==> src/rtl/lspwm_pkg.sv <==
package lspwm_pkg;

    localparam int NUM_CELLS  = 3;
    localparam int NUM_LAYERS = 3;
    localparam int NUM_ARMS   = 2 * NUM_CELLS;

    // cell roles once the phase has been rewired
    localparam int CELL_DBL = 0;
    localparam int CELL_BYP = 1;
    localparam int CELL_SGL = 2;

    typedef enum logic [1:0] {
        CFG_HEALTHY = 2'd0,
        CFG_MIXED   = 2'd1,
        CFG_SUBST   = 2'd2,
        CFG_TRIPLE  = 2'd3
    } cfg_e;

    typedef enum logic [2:0] {
        BAND_P1 = 3'd0,
        BAND_P2 = 3'd1,
        BAND_P3 = 3'd2,
        BAND_N1 = 3'd3,
        BAND_N2 = 3'd4,
        BAND_N3 = 3'd5
    } band_e;

    function automatic logic band_is_pos(band_e b);
        return (b == BAND_P1) || (b == BAND_P2) || (b == BAND_P3);
    endfunction

    function automatic logic [1:0] band_depth(band_e b);
        logic [1:0] d;
        case (b)
            BAND_P1, BAND_N1: d = 2'd0;
            BAND_P2, BAND_N2: d = 2'd1;
            default:          d = 2'd2;
        endcase
        return d;
    endfunction

endpackage

==> src/rtl/lspwm_carrier.sv <==
module lspwm_carrier #(
    parameter int AC = 5000,
    parameter int CW = 13
) (
    input  logic          clk,
    input  logic          rst_n,
    output logic [CW-1:0] car_o,
    output logic          peak_o
);

    typedef struct packed {
        logic [CW-1:0] cnt;
        logic          down;
    } car_t;

    car_t cr_d, cr_q;

    always_comb begin
        cr_d = cr_q;
        if (!cr_q.down) begin
            cr_d.cnt = cr_q.cnt + 1'b1;
            if (cr_q.cnt == CW'(AC - 1)) begin
                cr_d.down = 1'b1;
            end
        end else begin
            cr_d.cnt = cr_q.cnt - 1'b1;
            if (cr_q.cnt == CW'(1)) begin
                cr_d.down = 1'b0;
            end
        end
    end

    always_ff @(posedge clk) begin
        if (!rst_n) begin
            cr_q <= '0;
        end else begin
            cr_q <= cr_d;
        end
    end

    assign car_o  = cr_q.cnt;
    assign peak_o = (cr_q.cnt == CW'(AC));

    // carrier never leaves 0..AC
    assert_carrier_range_R2: assert property (@(posedge clk) disable iff (!rst_n)
        cr_q.cnt <= CW'(AC));

    // rising half steps by one
    assert_carrier_rise_R2: assert property (@(posedge clk) disable iff (!rst_n)
        (!cr_q.down && cr_q.cnt != CW'(AC)) |=> (cr_q.cnt == $past(cr_q.cnt) + 1'b1));

    // the peak turns the count around
    assert_carrier_turn_R2: assert property (@(posedge clk) disable iff (!rst_n)
        peak_o |=> (cr_q.cnt == CW'(AC - 1)));

endmodule

==> src/rtl/lspwm_layer_cmp.sv <==
module lspwm_layer_cmp #(
    parameter int AC = 5000,
    parameter int CW = 13,
    parameter int EW = 33,
    parameter int NL = 3
) (
    input  logic                 [CW-1:0] car_i,
    input  logic signed          [EW-1:0] m_i,
    output logic                 [NL-1:0] up_o,
    output logic                 [NL-1:0] dn_o,
    output logic                          ps_l_o,
    output logic                          ps_r_o
);

    localparam logic signed [EW-1:0] SPAN3 = $signed(EW'(NL * AC));

    logic signed [EW-1:0] car_s;
    logic signed [EW-1:0] tri_s;

    assign car_s = $signed(EW'(car_i));

    // one stacked carrier per layer, mirrored below zero
    for (genvar k = 0; k < NL; k++) begin : g_layer
        logic signed [EW-1:0] off_s;
        assign off_s   = car_s + $signed(EW'(k * AC));
        assign up_o[k] = (m_i > off_s);
        assign dn_o[k] = (m_i > -off_s);
    end

    // full-span carrier for the phase-shifted fallback: 2*NL*c - NL*AC
    assign tri_s  = (car_s <<< 1) + (car_s <<< 2) - SPAN3;
    assign ps_l_o = (m_i > tri_s);
    assign ps_r_o = (m_i > -tri_s);

endmodule

==> src/rtl/lspwm_band_cls.sv <==
module lspwm_band_cls
    import lspwm_pkg::*;
#(
    parameter int AC = 5000,
    parameter int EW = 33
) (
    input  logic                 clk,
    input  logic                 rst_n,
    input  logic signed [EW-1:0] m_i,
    output band_e                band_o
);

    localparam logic signed [EW-1:0] ZERO = '0;
    localparam logic signed [EW-1:0] LIM1 = $signed(EW'(AC));
    localparam logic signed [EW-1:0] LIM2 = $signed(EW'(2 * AC));

    always_comb begin
        if (m_i > LIM2) begin
            band_o = BAND_P3;
        end else if (m_i > LIM1) begin
            band_o = BAND_P2;
        end else if (m_i > ZERO) begin
            band_o = BAND_P1;
        end else if (m_i >= -LIM1) begin
            band_o = BAND_N1;
        end else if (m_i >= -LIM2) begin
            band_o = BAND_N2;
        end else begin
            band_o = BAND_N3;
        end
    end

    // sign of the sample decides the band family, zero goes negative
    assert_band_sign_R3: assert property (@(posedge clk) disable iff (!rst_n)
        band_is_pos(band_o) == (m_i > ZERO));

endmodule

==> src/rtl/lspwm_arm_router.sv <==
module lspwm_arm_router
    import lspwm_pkg::*;
(
    input  cfg_e                  cfg_i,
    input  band_e                 band_i,
    input  logic [NUM_LAYERS-1:0] up_i,
    input  logic [NUM_LAYERS-1:0] dn_i,
    input  logic                  ps_l_i,
    input  logic                  ps_r_i,
    output logic [NUM_ARMS-1:0]   arm_o
);

    logic       pos;
    logic [1:0] depth;
    logic       dbl_l, dbl_r, sgl_l, sgl_r;

    always_comb begin
        pos   = band_is_pos(band_i);
        depth = band_depth(band_i);

        // two-source cell: conducts fully except in the innermost bands
        dbl_l = pos;
        dbl_r = pos ? (depth != 2'd0) : (depth == 2'd0);

        // single cell fills in between the coarse steps
        sgl_l = pos ? up_i[depth] : (depth == 2'd1);
        sgl_r = pos ? (depth != 2'd1) : dn_i[depth];

        arm_o = '0;
        case (cfg_i)
            CFG_HEALTHY: begin
                for (int k = 0; k < NUM_CELLS; k++) begin
                    arm_o[2*k]   = up_i[k];
                    arm_o[2*k+1] = dn_i[k];
                end
            end
            CFG_MIXED: begin
                arm_o[2*CELL_DBL]   = dbl_l;
                arm_o[2*CELL_DBL+1] = dbl_r;
                arm_o[2*CELL_SGL]   = sgl_l;
                arm_o[2*CELL_SGL+1] = sgl_r;
            end
            CFG_SUBST: begin
                arm_o[2*CELL_DBL]   = dbl_l;
                arm_o[2*CELL_DBL+1] = 1'b0;
                arm_o[2*CELL_BYP]   = 1'b1;
                arm_o[2*CELL_BYP+1] = dbl_r;
                arm_o[2*CELL_SGL]   = sgl_l;
                arm_o[2*CELL_SGL+1] = sgl_r;
            end
            default: begin
                arm_o[2*CELL_DBL]   = ps_l_i;
                arm_o[2*CELL_DBL+1] = ps_r_i;
            end
        endcase
    end

endmodule

==> src/rtl/lspwm_region_sel.sv <==
module lspwm_region_sel
    import lspwm_pkg::*;
#(
    parameter int AC    = 5000,
    parameter int MOD_W = 16
) (
    input  logic                       clk,
    input  logic                       rst_n,
    input  logic signed [MOD_W-1:0]    mod_in,
    input  logic        [1:0]          cfg_in,
    output logic        [NUM_ARMS-1:0] gate_hi,
    output logic        [NUM_ARMS-1:0] gate_lo
);

    localparam int CW = $clog2(AC + 1);
    localparam int EW = MOD_W + CW + 4;

    typedef struct packed {
        logic [EW-1:0]       m;
        cfg_e                cfg;
        logic [NUM_ARMS-1:0] gate;
    } sel_t;

    sel_t st_d, st_q;

    logic [CW-1:0]         car;
    logic                  peak;
    logic [NUM_LAYERS-1:0] up_cmp, dn_cmp;
    logic                  ps_l, ps_r;
    band_e                 band;
    logic [NUM_ARMS-1:0]   arm;
    logic signed [EW-1:0]  m_s;

    assign m_s = $signed(st_q.m);

    lspwm_carrier #(.AC(AC), .CW(CW)) u_carrier (
        .clk    (clk),
        .rst_n  (rst_n),
        .car_o  (car),
        .peak_o (peak)
    );

    lspwm_layer_cmp #(.AC(AC), .CW(CW), .EW(EW), .NL(NUM_LAYERS)) u_cmp (
        .car_i  (car),
        .m_i    (m_s),
        .up_o   (up_cmp),
        .dn_o   (dn_cmp),
        .ps_l_o (ps_l),
        .ps_r_o (ps_r)
    );

    lspwm_band_cls #(.AC(AC), .EW(EW)) u_band (
        .clk    (clk),
        .rst_n  (rst_n),
        .m_i    (m_s),
        .band_o (band)
    );

    lspwm_arm_router u_router (
        .cfg_i  (st_q.cfg),
        .band_i (band),
        .up_i   (up_cmp),
        .dn_i   (dn_cmp),
        .ps_l_i (ps_l),
        .ps_r_i (ps_r),
        .arm_o  (arm)
    );

    always_comb begin
        st_d      = st_q;
        st_d.gate = arm;
        if (peak) begin
            st_d.m   = EW'(mod_in);
            st_d.cfg = cfg_e'(cfg_in);
        end
    end

    always_ff @(posedge clk) begin
        if (!rst_n) begin
            st_q <= '{m: '0, cfg: CFG_HEALTHY, gate: '0};
        end else begin
            st_q <= st_d;
        end
    end

    assign gate_hi = st_q.gate;
    assign gate_lo = ~st_q.gate;

    // held sample and code only move at the carrier peak
    assert_hold_between_peaks_R2: assert property (@(posedge clk) disable iff (!rst_n)
        !peak |=> ($stable(st_q.m) && $stable(st_q.cfg)));

    // bypassed cell idles in the mixed wiring
    assert_bypass_idle_R5: assert property (@(posedge clk) disable iff (!rst_n)
        (st_q.cfg == CFG_MIXED) |=> (gate_hi[2*CELL_BYP+1:2*CELL_BYP] == 2'b00));

    // two-source cell left arm follows the sample sign
    assert_dbl_left_R5: assert property (@(posedge clk) disable iff (!rst_n)
        (st_q.cfg == CFG_MIXED) |=> (gate_hi[2*CELL_DBL] == ($past(m_s) > 0)));

    // substitute wiring pins the broken arm low and the borrowed arm high
    assert_subst_fixed_R7: assert property (@(posedge clk) disable iff (!rst_n)
        (st_q.cfg == CFG_SUBST) |=> (!gate_hi[2*CELL_DBL+1] && gate_hi[2*CELL_BYP]));

    // only cell 0 switches in the triple wiring
    assert_triple_idle_R8: assert property (@(posedge clk) disable iff (!rst_n)
        (st_q.cfg == CFG_TRIPLE) |=> (gate_hi[NUM_ARMS-1:2] == '0));

endmodule

==> config.mk <==
export PLATFORM = sky130hd
export DESIGN_NAME = lspwm_region_sel
export DESIGN_NICKNAME = d
export VERILOG_FILES = /design/src/rtl/lspwm_pkg.sv /design/src/rtl/lspwm_carrier.sv /design/src/rtl/lspwm_layer_cmp.sv /design/src/rtl/lspwm_band_cls.sv /design/src/rtl/lspwm_arm_router.sv /design/src/rtl/lspwm_region_sel.sv
export SDC_FILE = /design/constraint.sdc
export NUM_CORES = 1
export LEC_CHECK = 0
export CAP_MARGIN = 20
export CELL_PAD_IN_SITES_DETAIL_PLACEMENT = 0
export CELL_PAD_IN_SITES_GLOBAL_PLACEMENT = 1
export CORE_ASPECT_RATIO = 0.5
export CORE_UTILIZATION = 40
export CTS_CLUSTER_DIAMETER = 150
export CTS_CLUSTER_SIZE = 12
export DETAILED_ROUTE_END_ITERATION = 8
export PLACE_DENSITY = 0.83
export SYNTH_ARGS = -nofsm -noshare
export SYNTH_HDL_FRONTEND = slang
export SYNTH_SLANG_ARGS = --single-unit
==> constraint.sdc <==
create_clock -name clk -period 15.84 [get_ports clk]
set_clock_uncertainty 0.15 [all_clocks]
set_input_delay 1.584 -clock clk [delete_from_list [all_inputs] [get_ports clk]]
set_output_delay 1.584 -clock clk [all_outputs]
set_load 0.01 [all_outputs]
==> metrics <==
logic gate share of total power=25.8%; Cell Rows=38; Non-Filler Instances=1,465; Core Util, Final=44.67%; Synth Area in Simple Gates=21.63%; Synth top area share=31.10%; Layout area overhead=9.413%; TritonCTS Sinks=38; depth of the most critical reg-to-reg path=22; clock root buffer=clkbuf_16; # IOs=32; Yosys top cell by area=ha_1; Diodes inserted=0; Synth Net Count=1,391; TritonCTS clock tree=yes; worst reg2reg setup slack=roughly 9.0 ns; share of cells above drive strength 1=5.236%; post-synthesis compound-gate area fraction=between 20% and 30%; part of the power in registers=31.0%; Setup crit end=gate_hi[1]; Clk pwr share=43.3%; insertion delay to the later sink of the worst-skew pair=0.30 ns; PostCTS Resize Cnt=0; Synth top cells by count=ha_1, nand2_1, a21oi_1; die area=approximately 0.023 mm²; P_int=~0.00022 W; PnR worst setup slack=9.007 ns; Post-synth ARST share=0%; Worst EP arrival=6.86 ns; Die Wd=212.4 µm; cell mode on critical path=ha_1; status=completed; H-tree Lvls=2; Avg Vias per Cell=~5.8; Total GRT Usage=24.19%; cts-stage hold buffer count=0; Detailed Routing Iterations Pass 1=5; main combinational cell family by area after synthesis=adder cells; Max Cap Viol=0; post-detail-place hpwl=21,100 µm; Slew Viols, Final=0; first-pass GRT wire length=43,680 µm; Sw Pwr=a little under 0.0001 W; Post-Synth Adder-Cell Area=a little under a third; f_max=roughly 150 MHz; critical-path cell list=ha_1 -> inv_1 -> fa_1 -> nand2b_1 -> a211oi_4 -> o31a_4 -> xor2_2 -> o21ai_0 -> nand2_1 -> a21oi_1 -> ha_1 -> inv_1 -> a211oi_4 -> xnor2_1 -> ha_1 -> nand4_1 -> nor4_1 -> nand3_1 -> o21ai_0 -> a311oi_1 -> o31ai_1 -> a21oi_1; pre-CTS setup slack=9.125 ns; Post-synth EDFFs=0; Worst path slowest cell=a21oi_1; Port Buffers=31; initial core utilization=approximately two fifths; nets@finish=1,405; initial antenna violation count=0; Net Sw Frac=30.29%; vias in the first global route=8,264; CP required=15.87 ns; RR Startpoint=u_carrier.car_o[0]; Syn Inst Count=1,150; Seq cells post-synth=38; TNS Setup=0 ns; Num CTS Buffers=5; mux cell area share after synthesis=less than 1%; Min-Delay Path Class=reg -> reg; top-count cell post-synth=ha_1; reg-to-reg endpoint=gate_hi[1]; largest net degree at the start of global routing=50; total gr overflow=0; Yosys cell types=between 80 and 90; WL final=26,620 µm; CP startpoint kind=register; Final Critical Period=6.833 ns; Syn. warnings=0; final setup fails=0; register area share after synthesis=under 10%; critical-path maximum fanout=13; critical path's largest stage delay=0.85 ns; clk slew on worst S/H paths=roughly 0.070 ns; routed wire length per instance=18.17 µm; Post-Synth XOR/XNOR Area=9.173%; Worst-Margin Slew=1.064 ns; Setup Fix Bufs, Post-CTS=0; CTS max path bufs=2; DP Cell Count=1,456; Fin. Hold Viols=0; Synth Area per Inst=7.698 µm²; Post-Syn Area=slightly below 0.009 mm²; Worst setup EP type=register; RSZ-0062 raised after global routing=no; P per Cell Area=33.02 mW/mm²; period utilisation layout=43.14%; DR iter-0 viols=slightly below 600; DR vias=8,502; kind of critical path=reg -> reg; max_slew headroom=between 20% and 30%; die height=107.2 µm; Leakage=4.738 nW; final hold slack=0.3098 ns; worst setup path start=u_carrier.car_o[0]; largest cells by area after synthesis=ha_1, dfxtp_1, xnor2_1; DRT antenna net count=0; DRC=0; Peak VDD IR=roughly 36 µV; gpl congestion=0.8988; Synth Flop Type=dfxtp_1; core footprint=~0.022 mm²
## cells by family (layout without fill, tap and decap cells)
group,count (synthesis),in the layout
AND/OR/NAND/NOR,382,382
flip-flops,38,38
XOR/XNOR,87,87
buffers and inverters,104,119
adder cells (fa/ha/maj),221,221
multiplexers,2,2
AO/OA/AOI/OAI,316,316
## per-layer routing
layer,track usage (%),wire length (µm)
met5,0,0
met2,40.78,11970
met1,32.16,12740
met3,3.661,1254
met4,6.012,649
## layout by cell type (no fill, tap or decap), types with 8 or more instances in the layout
| master | synthesis | final |
|---|---|---|
| and3_1 | 11 | 11 |
| nand4_1 | 30 | 30 |
| nor3_1 | 27 | 26 |
| nor2_1 | 70 | 70 |
| nand3_1 | 47 | 47 |
| nand2_1 | 110 | 110 |
| ha_1 | 220 | 220 |
| dfxtp_1 | 38 | 37 |
| buf_4 | 6 | 11 |
| o21a_1 | 13 | 13 |
| inv_1 | 66 | 66 |
| a31oi_1 | 10 | 10 |
| nor4_1 | 15 | 15 |
| a211oi_1 | 8 | 8 |
| clkdlybuf4s50_1 | 0 | 31 |
| xnor2_1 | 69 | 69 |
| xor2_1 | 13 | 13 |
| and2_1 | 10 | 10 |
| a21oi_1 | 94 | 94 |
| a31o_2 | 9 | 9 |
| nor2b_1 | 16 | 16 |
| a21o_1 | 71 | 71 |
| o21ai_0 | 45 | 45 |
## sequential cells by signal, indices dropped and copies added, names as in the netlist
register / flops
m_s: 16
u_carrier.car_o: 13
gate_hi: 6
st_q: 2
u_carrier.cr_q: 1
## power by group through the flow
stage | Sequential, W | Clock, W | Combinational [W]
after floorplan | 0.000100 | 0 | 0.0000546
after global placement | 0.000101 | 0 | 0.0000785
after detailed placement | 0.000101 | 0 | 0.0000799
after CTS | 0.0000991 | 0.000138 | 0.0000806
after global routing | 0.0000992 | 0.000143 | 0.0000917
final | 0.0000991 | 0.000138 | 0.0000824
## worst min-delay path by stage
stage | startpoint | end | slack, ns | depth (start not counted)
global route | m_s[12] | m_s[12] | 0.34 | 2
detailed placement | m_s[12] | m_s[12] | 0.30 | 2
finish | m_s[12] | m_s[12] | 0.31 | 2
floorplan | st_q[7] | st_q[7] | 0.32 | 2
global placement | m_s[12] | m_s[12] | 0.30 | 2
CTS | m_s[12] | m_s[12] | 0.31 | 2
## through the flow
| stage | area (µm²) | total power [W] |
|---|---|---|
| floorplan | 8852 | 0.0001549 |
| global placement | 9464 | 0.0001796 |
| detailed placement | 9464 | 0.0001811 |
| CTS | 9658 | 0.0003177 |
| global route | 9686 | 0.0003334 |
| finish | 9686 | 0.0003198 |
## cell type report
cell class	instances	area, µm²
Fill cell	2238	12000
Multi-Input combinational cell	1008	7679
Sequential cell	38	762.0
Timing Repair Buffer	43	420.4
Tap cell	300	375.4
Inverter	68	255.2
Clock buffer	5	125.1
Clock inverter	3	68.82
## critical path: cells and delay by family (launching register included)
family | cells | cell delay, ns
DFF | 1 | 0.59
AOI/OAI and AO/OA | 9 | 2.89
adders and majority gates | 4 | 1.55
and+or+nand+nor | 5 | 1.06
buffers and inverters | 2 | 0.22
xor gates and xnor gates | 2 | 0.22
Note: power is estimated with default switching activity, not from simulation.
